--- config.mk ---
export PLATFORM = sky130hd
export DESIGN_NAME = can_bit_timer
export DESIGN_NICKNAME = d
export VERILOG_FILES = /design/src/rtl/bt_pkg.sv /design/src/rtl/bt_datapath.sv /design/src/rtl/bt_ctrl.sv /design/src/rtl/can_bit_timer.sv
export SDC_FILE = /design/constraint.sdc
export NUM_CORES = 1
export LEC_CHECK = 0
export BUFFER_PORTS_ARGS = -buffer_cell sky130_fd_sc_hd__buf_2
export CAP_MARGIN = 20
export CORE_ASPECT_RATIO = 1.75
export CORE_MARGIN = 2
export CORE_UTILIZATION = 33
export CTS_BUF_LIST = sky130_fd_sc_hd__clkbuf_4
export DETAILED_ROUTE_END_ITERATION = 16
export GPL_TIMING_DRIVEN = 0
export PLACE_DENSITY = 0.59
export SKIP_LAST_GASP = 1
export SYNTH_ARGS = -nofsm -noshare
export SYNTH_HDL_FRONTEND = slang
export SYNTH_HIERARCHICAL = 1
export SYNTH_SLANG_ARGS = --single-unit
export TNS_END_PERCENT = 50
--- constraint.sdc ---
create_clock -name clk -period 9.15 [get_ports clk]
set_input_delay 1.83 -clock clk [delete_from_list [all_inputs] [get_ports clk]]
set_output_delay 1.83 -clock clk [all_outputs]
set_load 0.02 [all_outputs]
--- src/rtl/bt_pkg.sv ---
package bt_pkg;
  // field widths of the packed timing word
  localparam int BRP_W = 10;
  localparam int T1_W  = 4;
  localparam int T2_W  = 3;
  localparam int SJW_W = 2;
  // field positions (decoded by the datapath)
  localparam int T1_LSB  = 20;
  localparam int BRP_LSB = 8;
  localparam int SJW_LSB = 4;
  localparam int T2_LSB  = 0;
  localparam int CFG_W   = T1_LSB + T1_W;
  // legal lower bounds in quanta
  localparam int T1_MIN = 4;
  localparam int T2_MIN = 2;
  // counters must hold the longest lengthened first segment
  localparam int LEN_W = T1_W + 2;

  typedef enum logic [1:0] {
    SEG_SYNC = 2'd0,
    SEG_T1   = 2'd1,
    SEG_T2   = 2'd2
  } seg_e;

  typedef struct packed {
    logic [LEN_W-1:0] t1Len;
    logic [LEN_W-1:0] t2Len;
    logic [LEN_W-1:0] sjw;
  } timing_t;

  // control -> datapath strobes
  typedef struct packed {
    logic prescClr;
    logic qClr;
  } strobe_t;

  function automatic seg_e nextSeg(seg_e s);
    case (s)
      SEG_SYNC: return SEG_T1;
      SEG_T1:   return SEG_T2;
      default:  return SEG_SYNC;
    endcase
  endfunction
endpackage

--- src/rtl/bt_datapath.sv ---
module bt_datapath
  import bt_pkg::*;
(
  input  logic             clk,
  input  logic             rstN,
  input  logic             resetMode,
  input  logic             cfgWe,
  input  logic [CFG_W-1:0] cfgWord,
  input  strobe_t          stb,
  output timing_t          tim,
  output logic             tqTick,
  output logic [LEN_W-1:0] qCnt
);
  logic [T1_W-1:0]  t1Fld;
  logic [BRP_W-1:0] brpFld;
  logic [SJW_W-1:0] sjwFld;
  logic [T2_W-1:0]  t2Fld;
  logic [BRP_W-1:0] prescCnt;
  logic [LEN_W-1:0] t1Raw, t2Raw;

  // configuration capture, gated by reset mode
  always_ff @(posedge clk or negedge rstN) begin
    if (!rstN) begin
      t1Fld  <= T1_W'(T1_MIN - 1);
      brpFld <= '0;
      sjwFld <= '0;
      t2Fld  <= T2_W'(T2_MIN - 1);
    end else if (cfgWe && resetMode) begin
      t1Fld  <= cfgWord[T1_LSB +: T1_W];
      brpFld <= cfgWord[BRP_LSB +: BRP_W];
      sjwFld <= cfgWord[SJW_LSB +: SJW_W];
      t2Fld  <= cfgWord[T2_LSB +: T2_W];
    end
  end

  // decode with clamping to the legal minimum
  always_comb begin
    t1Raw     = LEN_W'(t1Fld) + LEN_W'(1);
    t2Raw     = LEN_W'(t2Fld) + LEN_W'(1);
    tim.t1Len = (t1Raw < LEN_W'(T1_MIN)) ? LEN_W'(T1_MIN) : t1Raw;
    tim.t2Len = (t2Raw < LEN_W'(T2_MIN)) ? LEN_W'(T2_MIN) : t2Raw;
    tim.sjw   = LEN_W'(sjwFld) + LEN_W'(1);
  end

  // prescaler: one quantum is brpFld+1 clocks
  assign tqTick = !stb.prescClr && (prescCnt == brpFld);

  always_ff @(posedge clk or negedge rstN) begin
    if (!rstN)              prescCnt <= '0;
    else if (stb.prescClr)  prescCnt <= '0;
    else if (tqTick)        prescCnt <= '0;
    else                    prescCnt <= prescCnt + BRP_W'(1);
  end

  // quantum counter within the current segment
  always_ff @(posedge clk or negedge rstN) begin
    if (!rstN)          qCnt <= '0;
    else if (stb.qClr)  qCnt <= '0;
    else if (tqTick)    qCnt <= qCnt + LEN_W'(1);
  end

  // timing fields only move in reset mode
  a_r2_cfg_frozen: assert property (@(posedge clk) disable iff (!rstN)
    !$past(resetMode) |-> ($stable(t1Fld) && $stable(brpFld) && $stable(sjwFld) && $stable(t2Fld)));

  // a tick always restarts the prescaler
  a_r3_tick_restart: assert property (@(posedge clk) disable iff (!rstN)
    tqTick |=> (prescCnt == '0));
endmodule

--- src/rtl/bt_ctrl.sv ---
module bt_ctrl
  import bt_pkg::*;
(
  input  logic             clk,
  input  logic             rstN,
  input  logic             resetMode,
  input  logic             hardSync,
  input  logic             rxEdge,
  input  logic             tqTick,
  input  logic [LEN_W-1:0] qCnt,
  input  timing_t          tim,
  output strobe_t          stb,
  output seg_e             seg,
  output logic             samplePt,
  output logic             txPt
);
  logic [LEN_W-1:0] adj1, adj2;
  logic [LEN_W-1:0] errT1, errT2, stepT1, stepT2, ext, shr, t1Last, t2Eff;
  logic             resyncDone, edgeOk, inT1, inT2;
  logic             endSync, endT1, endT2, segEnd;

  assign inT1   = (seg == SEG_T1);
  assign inT2   = (seg == SEG_T2);
  assign edgeOk = rxEdge && !resyncDone && !resetMode && !hardSync && (inT1 || inT2);

  // phase error and the bounded correction
  always_comb begin
    errT1  = qCnt + LEN_W'(1);
    errT2  = tim.t2Len - qCnt - LEN_W'(1);
    stepT1 = (errT1 < tim.sjw) ? errT1 : tim.sjw;
    stepT2 = (errT2 < tim.sjw) ? errT2 : tim.sjw;
    ext    = (edgeOk && inT1) ? stepT1 : '0;
    shr    = (edgeOk && inT2) ? stepT2 : '0;
    t1Last = tim.t1Len + adj1 + ext - LEN_W'(1);
    t2Eff  = tim.t2Len - adj2 - shr;
  end

  assign endSync = tqTick && (seg == SEG_SYNC);
  assign endT1   = tqTick && inT1 && (qCnt == t1Last);
  assign endT2   = tqTick && inT2 && ((qCnt + LEN_W'(1)) >= t2Eff);
  assign segEnd  = endSync || endT1 || endT2;

  assign stb.prescClr = resetMode || hardSync;
  assign stb.qClr     = resetMode || hardSync || segEnd;
  assign samplePt     = endT1;
  assign txPt         = endSync;

  always_ff @(posedge clk or negedge rstN) begin
    if (!rstN) begin
      seg        <= SEG_SYNC;
      adj1       <= '0;
      adj2       <= '0;
      resyncDone <= 1'b0;
    end else if (resetMode || hardSync) begin
      seg        <= SEG_SYNC;
      adj1       <= '0;
      adj2       <= '0;
      resyncDone <= 1'b0;
    end else begin
      if (edgeOk) begin
        resyncDone <= 1'b1;
        adj1       <= adj1 + ext;
        adj2       <= adj2 + shr;
      end
      if (segEnd) begin
        seg <= nextSeg(seg);
        if (endT2) begin
          adj1       <= '0;
          adj2       <= '0;
          resyncDone <= 1'b0;
        end
      end
    end
  end

  // without a restart the segment only advances in order
  a_r4_seg_order: assert property (@(posedge clk) disable iff (!rstN)
    ($past(rstN) && !$past(resetMode) && !$past(hardSync) && (seg != $past(seg)))
      |-> (seg == nextSeg($past(seg))));

  // sample and transmit strobes are disjoint
  a_r6_strobe_excl: assert property (@(posedge clk) disable iff (!rstN)
    !(samplePt && txPt));

  // lengthening bounded by jump width
  a_r7_ext_bound: assert property (@(posedge clk) disable iff (!rstN)
    adj1 <= tim.sjw);

  // shortening bounded by jump width
  a_r8_shr_bound: assert property (@(posedge clk) disable iff (!rstN)
    adj2 <= tim.sjw);

  // an accepted edge locks out further resync in the bit
  a_r9_one_resync: assert property (@(posedge clk) disable iff (!rstN)
    edgeOk |=> (resyncDone || seg == SEG_SYNC));

  // hard sync restarts segment and quantum count
  a_r10_restart: assert property (@(posedge clk) disable iff (!rstN)
    (hardSync && !resetMode) |=> (seg == SEG_SYNC && qCnt == '0 && !resyncDone));
endmodule

--- src/rtl/can_bit_timer.sv ---
module can_bit_timer
  import bt_pkg::*;
(
  input  logic             clk,
  input  logic             rstN,
  input  logic             resetMode,
  input  logic             cfgWe,
  input  logic [CFG_W-1:0] cfgWord,
  input  logic             hardSync,
  input  logic             rxEdge,
  output logic             tqTick,
  output logic             samplePt,
  output logic             txPt,
  output logic [1:0]       bitSeg
);
  strobe_t          stb;
  timing_t          tim;
  logic [LEN_W-1:0] qCnt;
  seg_e             seg;

  bt_datapath u_dp (
    .clk       (clk),
    .rstN      (rstN),
    .resetMode (resetMode),
    .cfgWe     (cfgWe),
    .cfgWord   (cfgWord),
    .stb       (stb),
    .tim       (tim),
    .tqTick    (tqTick),
    .qCnt      (qCnt)
  );

  bt_ctrl u_ctrl (
    .clk       (clk),
    .rstN      (rstN),
    .resetMode (resetMode),
    .hardSync  (hardSync),
    .rxEdge    (rxEdge),
    .tqTick    (tqTick),
    .qCnt      (qCnt),
    .tim       (tim),
    .stb       (stb),
    .seg       (seg),
    .samplePt  (samplePt),
    .txPt      (txPt)
  );

  assign bitSeg = seg;

  // no strobes while held in reset mode
  a_r1_idle: assert property (@(posedge clk) disable iff (!rstN)
    resetMode |-> (!tqTick && !samplePt && !txPt));

  // leaving reset mode starts at the sync quantum
  a_r11_start_sync: assert property (@(posedge clk) disable iff (!rstN)
    $fell(resetMode) |-> (bitSeg == 2'd0));
endmodule

; ---- Yosys cells after proc, flatten, opt, wreduce, memory -nomap -nowiden
; Index checks and enable logic that the tools add are counted.
[totals]
ff_bits = 50
latch_bits = 0
mem_bits_rw = 0
mem_bits_ro = 0
output_inout_bits = 5
elab_cells = 83
mem_count = 0
[classes]
n_addsub = 14
mul = 0
n_div = 0
magnitude_cmp = 5
eq_ne = 4
shifts = 0
muxes = 25
n_bitwise = 0
reduce_logical = 25
[ops]
columns = operator, count
row1 = $mux 6, 16
row2 = $add 6x6->6, 4
row3 = $mux 10, 2
row4 = $sub 6x6->6, 3
row5 = $logic_and 1x1->1, 13
row6 = $lt 6x3->1, 2
row7 = $sub 6x1->6 const B, 2
row8 = $add 10x1->10 const B, 1
row9 = $eq 10x10->1, 1
row10 = $add 6x1->6 const B, 1
row11 = $eq 6x6->1, 1
row12 = $ge 6x6->1, 1
row13 = $lt 6x2->1 const B, 1
row14 = $lt 6x3->1 const B, 1
row15 = $add 4x1->5 const B, 1
row16 = $logic_or 1x1->1, 5
row17 = $add 3x1->4 const B, 1
row18 = $logic_not 1->1, 4
row19 = $mux 1, 4
row20 = $mux 2, 2
row21 = $pmux 2 s2, 1
row22 = $reduce_bool 2->1, 2
row23 = $add 2x1->3 const B, 1
row24 = $eq 2x1->1 const B, 1
row25 = 2 further kinds, 2

; ---- Longest topological paths before layout
[logic_depth]
depth_word = 15
depth_mapped = 36

; ---- Hierarchy
; The synthesis kept the hierarchy.
[modules_own_cells]
columns = module, n_inst, cells_per_inst, area_each_um2
row1 = bt_ctrl, 1, 335, 2755.1
row2 = bt_datapath, 1, 164, 1911.8

; ---- Least setup slack after synthesis
; No wires, ideal clock.
[synth_path]
path_type = flip-flop to flip-flop
start = register u_dp.t2Fld[0]
end = register u_dp.qCnt[1]
t_arrival_ns = 6.665
required_ns = 9.071
setup_slack_ns = 2.406
stages_incl_launch_ff = 37
cell_sequence = dfstp_2 ha_1 xor2_1 nor2_1 nor2_1 ha_1 inv_1 fa_1 inv_1 a21o_1 a21oi_1 xnor2_1 ha_1 and3_1 a21oi_1 o21ai_0 nor2_1 mux2i_1 nor2_1 ha_1 inv_1 ha_1 a21o_1 a21oi_1 o21bai_1 a21oi_1 xnor2_1 xnor2_1 ha_1 and3_1 a211o_1 nor2_1 o21a_1 inv_1 clkbuf_1 nand2b_1 mux2i_1
[synth_lines]
columns = element, line
row1 = "start, declared", bt_datapath.sv:17  ; logic [T2_W-1:0] t2Fld;
row2 = "start signal, assigned", bt_datapath.sv:27  ; t2Fld <= T2_W'(T2_MIN - 1);
row3 = "start signal, assigned", bt_datapath.sv:32  ; t2Fld <= cfgWord[T2_LSB +: T2_W];
row4 = "end signal, assigned", bt_datapath.sv:59  ; else if (tqTick) qCnt <= qCnt + LEN_W'(1);
row5 = "end, declared", bt_datapath.sv:12  ; output logic [LEN_W-1:0] qCnt

==> results.yml <==
run_status:
  result_of_the_run: "finished, final reports clean"
placed_design:
  place.port_buffers: 29
  place.gp.congestion: 0.8505
  detailedPlacementHpwl_um: 8799
layout:
  nets: 644
  layout-drive-gt1-share_pct: 16.05
  combined_area_of_the_multi_input_logic_cells_um2: 3137
  final.fill_count: 1437
  syn2layout_area_growth_pct: 10.56
  ff_latch_area_um2: 1255
critical_path:
  slowest_cp_cell: "dfstp_2"
  critical_path.most_common_cell: "ha_1"
  critical_path.n_buffers_inverters: 4
  crit_path_dat_ns: 8.40
  critPathMaxFanout: 10
  worst-setup-path-type: "register to register"
  crit_required_ns: 9.49
  crit_path_max_incr_delay_ns: 0.58
  crit_path_start_kind: "register"
  crit_family: "adder cells"
  end_kind: "register"
sta:
  timing.final.max_slew_violations: 0
  unrepaired_setup_endpoints_after_global_routing: "no"
  report.final.setup_viol: 0
  max_clock_freq_mhz: 124.0
  maxSlewHeadroom_pct: 55.79
  final.setup.tns_ns: 0
  number_of_hold_violations_in_the_final_report: 0
  clock-skew-final_ns: 0.02332
  worst_pin_slew_ns: 0.6631
  post-route-period-util_pct: 88.12
  final_period_minus_worst_setup_slack_ns: 8.063
detailed_routing:
  vias: 3570
  route.antenna.remaining_nets: 0
  drt-initial-drc-count: 140
  post-route-drc-count: 0
  vias_per_cell: 4.958
  routed_wirelength_um: 10590
  drt_first_pass_iters: 4
  route.detailed.wl_per_inst_um: 14.71
worst_hold_path:
  min-delay-path-class: "register to register"
clock_network:
  tritoncts: "yes"
  clockRootBuffer: "clkbuf_4"
  cts-htree-levels: 2
  cts.reportedPaths.clkPinSlew_ns: 0.17
  cts_hold_buf: 0
  ctsResizeCount: 0
  max-clock-path-buffers: 2
  cts-buffers-inserted: 5
  cts_post_setup_buffers_inserted: 0
  cts.sinks: 50
  clock_insertion_delay_worst_skew_ns: 0.40
global_route:
  first_global_vias: 3724
  grt_busiest_layer: "met2"
  met2_usage_pct: 29.42
  antenna_found_initial: 1
  global_route.usage.met1_pct: 15.00
  pin_count_of_the_biggest_net_entering_global_routing: 40
  groute.layer.met3.usage_pct: 1.073
  global_route.overflow_total: 0
  grt_first_pass_wirelength_um: 17770
  grt_util_all_layers_pct: 14.89
synthesis:
  avgSynthCellArea_um2: 9.353
  yosysUniqueCellTypes: 53
  postSynthCellCount: 499
  synth_area_um2: 4667
  synth.ff_latch_count: 50
  ys_seq_area_share_pct: 26.89
  yosys_warnings: 6
pwr:
  power.leakage_uw: 0.002431
  vdd_drop_max_mv: 0.1114
  total_power_consumption_of_the_routed_design_uw: 687.7
  power_density_over_cell_area_nw_per_um2: 133.3
floorplan:
  floorplan.initialDensity_pct: 33.73
  design.die.area_um2: 15150
  floorplan.die.height_um: 161.3
  boundaryPins: 35
  fp-row-count: 57
  design.core.area_um2: 13840
  floorplan.die.width_um: 93.90
flow_run:
  max_cap_violations: 0
[metal layers]
metal  routed length [µm]  vias to the layer above
met5                    0                        -
met4                  446                        0
met3                  185                       29
met2                 6187                       58
met1                 3769                     1728
li1                     -                     1755
[worst reg2reg max path, delay by kind of cell (launching register included)]
kind                     cells  cell delay (ns)
buffers and inverters        4             0.45
AND/OR/NAND/NOR              8             1.78
AO/OA/AOI/OAI               10             1.92
adder cells (fa/ha/maj)      7             2.06
multiplexers                 2             0.29
XOR/XNOR                     4             0.94
flip-flops                   1             0.58
[area by class of cell]
type / count / area share [%]
multi-input cells: 382 / 60.79
flip-flops and latches: 50 / 24.32
inverters: 59 / 4.292
well taps: 177 / 4.292
repair buffers: 30 / 3.201
plain buffers: 13 / 1.406
clock inverters: 3 / 0.9214
clock buffers: 5 / 0.7274
diodes: 1 / 0.04850
[power by group]
| part | leakage, µW | total, µW | internal (µW) | switching [µW] |
|---|---|---|---|---|
| Sequential | 0.000650 | 250 | 236 | 14.0 |
| Clock | 0.0000458 | 138 | 59.0 | 79.1 |
| Combinational | 0.00173 | 299 | 138 | 162 |
| Total | 0.00243 | 688 | 433 | 255 |
[per-stage QoR]
step / hold WS (ns) / setup slack, ns / utilization, % / instances / area, µm²
floorplan: 0.4836 / 2.406 / - / 504 / 4686
global placement: 0.5131 / 1.170 / 36.52 / 710 / 5052
detailed placement: 0.5153 / 1.016 / 36.66 / 711 / 5072
CTS: 0.5534 / 0.9941 / 37.28 / 719 / 5157
global route: 0.5674 / 0.3682 / 37.29 / 720 / 5160
finish: 0.5475 / 1.087 / 37.29 / 720 / 5160
[path summary, 6_finish.rpt]
path | from | to | slack [ns] | cells past startpoint
max | u_dp/t2Fld[0]$_DFFE_PN1P_ | u_dp/qCnt[1]$_DFFE_PN0P_ | 1.09 | 35
min | u_dp/brpFld[0]$_DFFE_PN0P_ | u_dp/brpFld[0]$_DFFE_PN0P_ | 0.55 | 1
max reg2reg | u_dp/t2Fld[0]$_DFFE_PN1P_ | u_dp/qCnt[1]$_DFFE_PN0P_ | 1.09 | 35
min reg2reg | u_dp/brpFld[0]$_DFFE_PN0P_ | u_dp/brpFld[0]$_DFFE_PN0P_ | 0.55 | 1
max in group asynchronous | rstN | u_dp/t1Fld[1]$_DFFE_PN1P_ | 7.27 | 2
min in group asynchronous | rstN | u_dp/sjwFld[1]$_DFFE_PN0P_ | 1.31 | 1
[kinds of logic after synthesis]
| group | synth area share (%) |
|---|---|
| flops | 26.89 |
| buf+inv | 6.300 |
| xor+xnor | 10.91 |
| fa+ha+maj | 21.66 |
| compound gates | 11.39 |
| mux | 7.587 |
| simple gates | 15.17 |
| other cells | 0.08035 |
[flip-flops by register name, indices dropped and copies added, names as in the netlist]
name / count
u_ctrl/adj1: 6
u_ctrl/seg: 2
u_dp/prescCnt: 10
u_dp/sjwFld: 2
u_dp/t2Fld: 3
u_ctrl/adj2: 6
u_ctrl/resyncDone: 1
u_dp/brpFld: 10
u_dp/qCnt: 6
u_dp/t1Fld: 4
[layout by cell type, fill, tap and decap left out, types with 7 or more instances in the layout]
cell,count
a21oi_1,34
nor2_1,44
nand2b_1,8
and3_1,7
mux2i_1,8
fa_1,13
a21o_1,12
ha_1,60
xor2_1,12
xnor2_1,35
nand2_1,34
inv_1,59
mux2_2,19
buf_2,30
dfrtp_1,47
nand3_1,12
[cell usage after synthesis, drive strengths merged]
| cell type | count | share of area (%) |
|---|---|---|
| nor2b | 5 | 0.67 |
| nand2 | 35 | 2.9 |
| fa | 13 | 5.6 |
| or3 | 4 | 0.54 |
| o221ai | 1 | 0.19 |
| a21oi | 34 | 3.6 |
| dfrtp | 47 | 25 |
| clkbuf | 4 | 0.32 |
| dfstp | 3 | 1.7 |
| mux2i | 8 | 1.7 |
| a31oi | 3 | 0.40 |
| inv | 59 | 4.7 |
| and4bb | 1 | 0.27 |
| xnor2 | 41 | 8.7 |
| nand2b | 8 | 1.1 |
| o2111ai | 2 | 0.38 |
| nor4 | 8 | 1.5 |
| or2 | 1 | 0.13 |
| and3 | 8 | 1.1 |
| a211oi | 7 | 1.3 |
| nor2 | 44 | 3.5 |
| o21ai | 6 | 0.64 |
| and2 | 2 | 0.30 |
| o31ai | 1 | 0.46 |
| a211o | 1 | 0.19 |
| o21bai | 4 | 0.64 |
| nand3 | 12 | 1.3 |
| o211ai | 1 | 0.16 |
| nand4 | 6 | 1.4 |
| buf | 9 | 1.2 |
| o2111a | 1 | 0.24 |
| a21o | 13 | 2.1 |
| conb | 1 | 0.080 |
| xor2 | 12 | 2.3 |
| a31o | 1 | 0.19 |
| o21a | 5 | 0.80 |
| mux2 | 24 | 5.9 |
| nor3 | 4 | 0.43 |
| ha | 60 | 16 |
(Power assumes the default switching activity.)
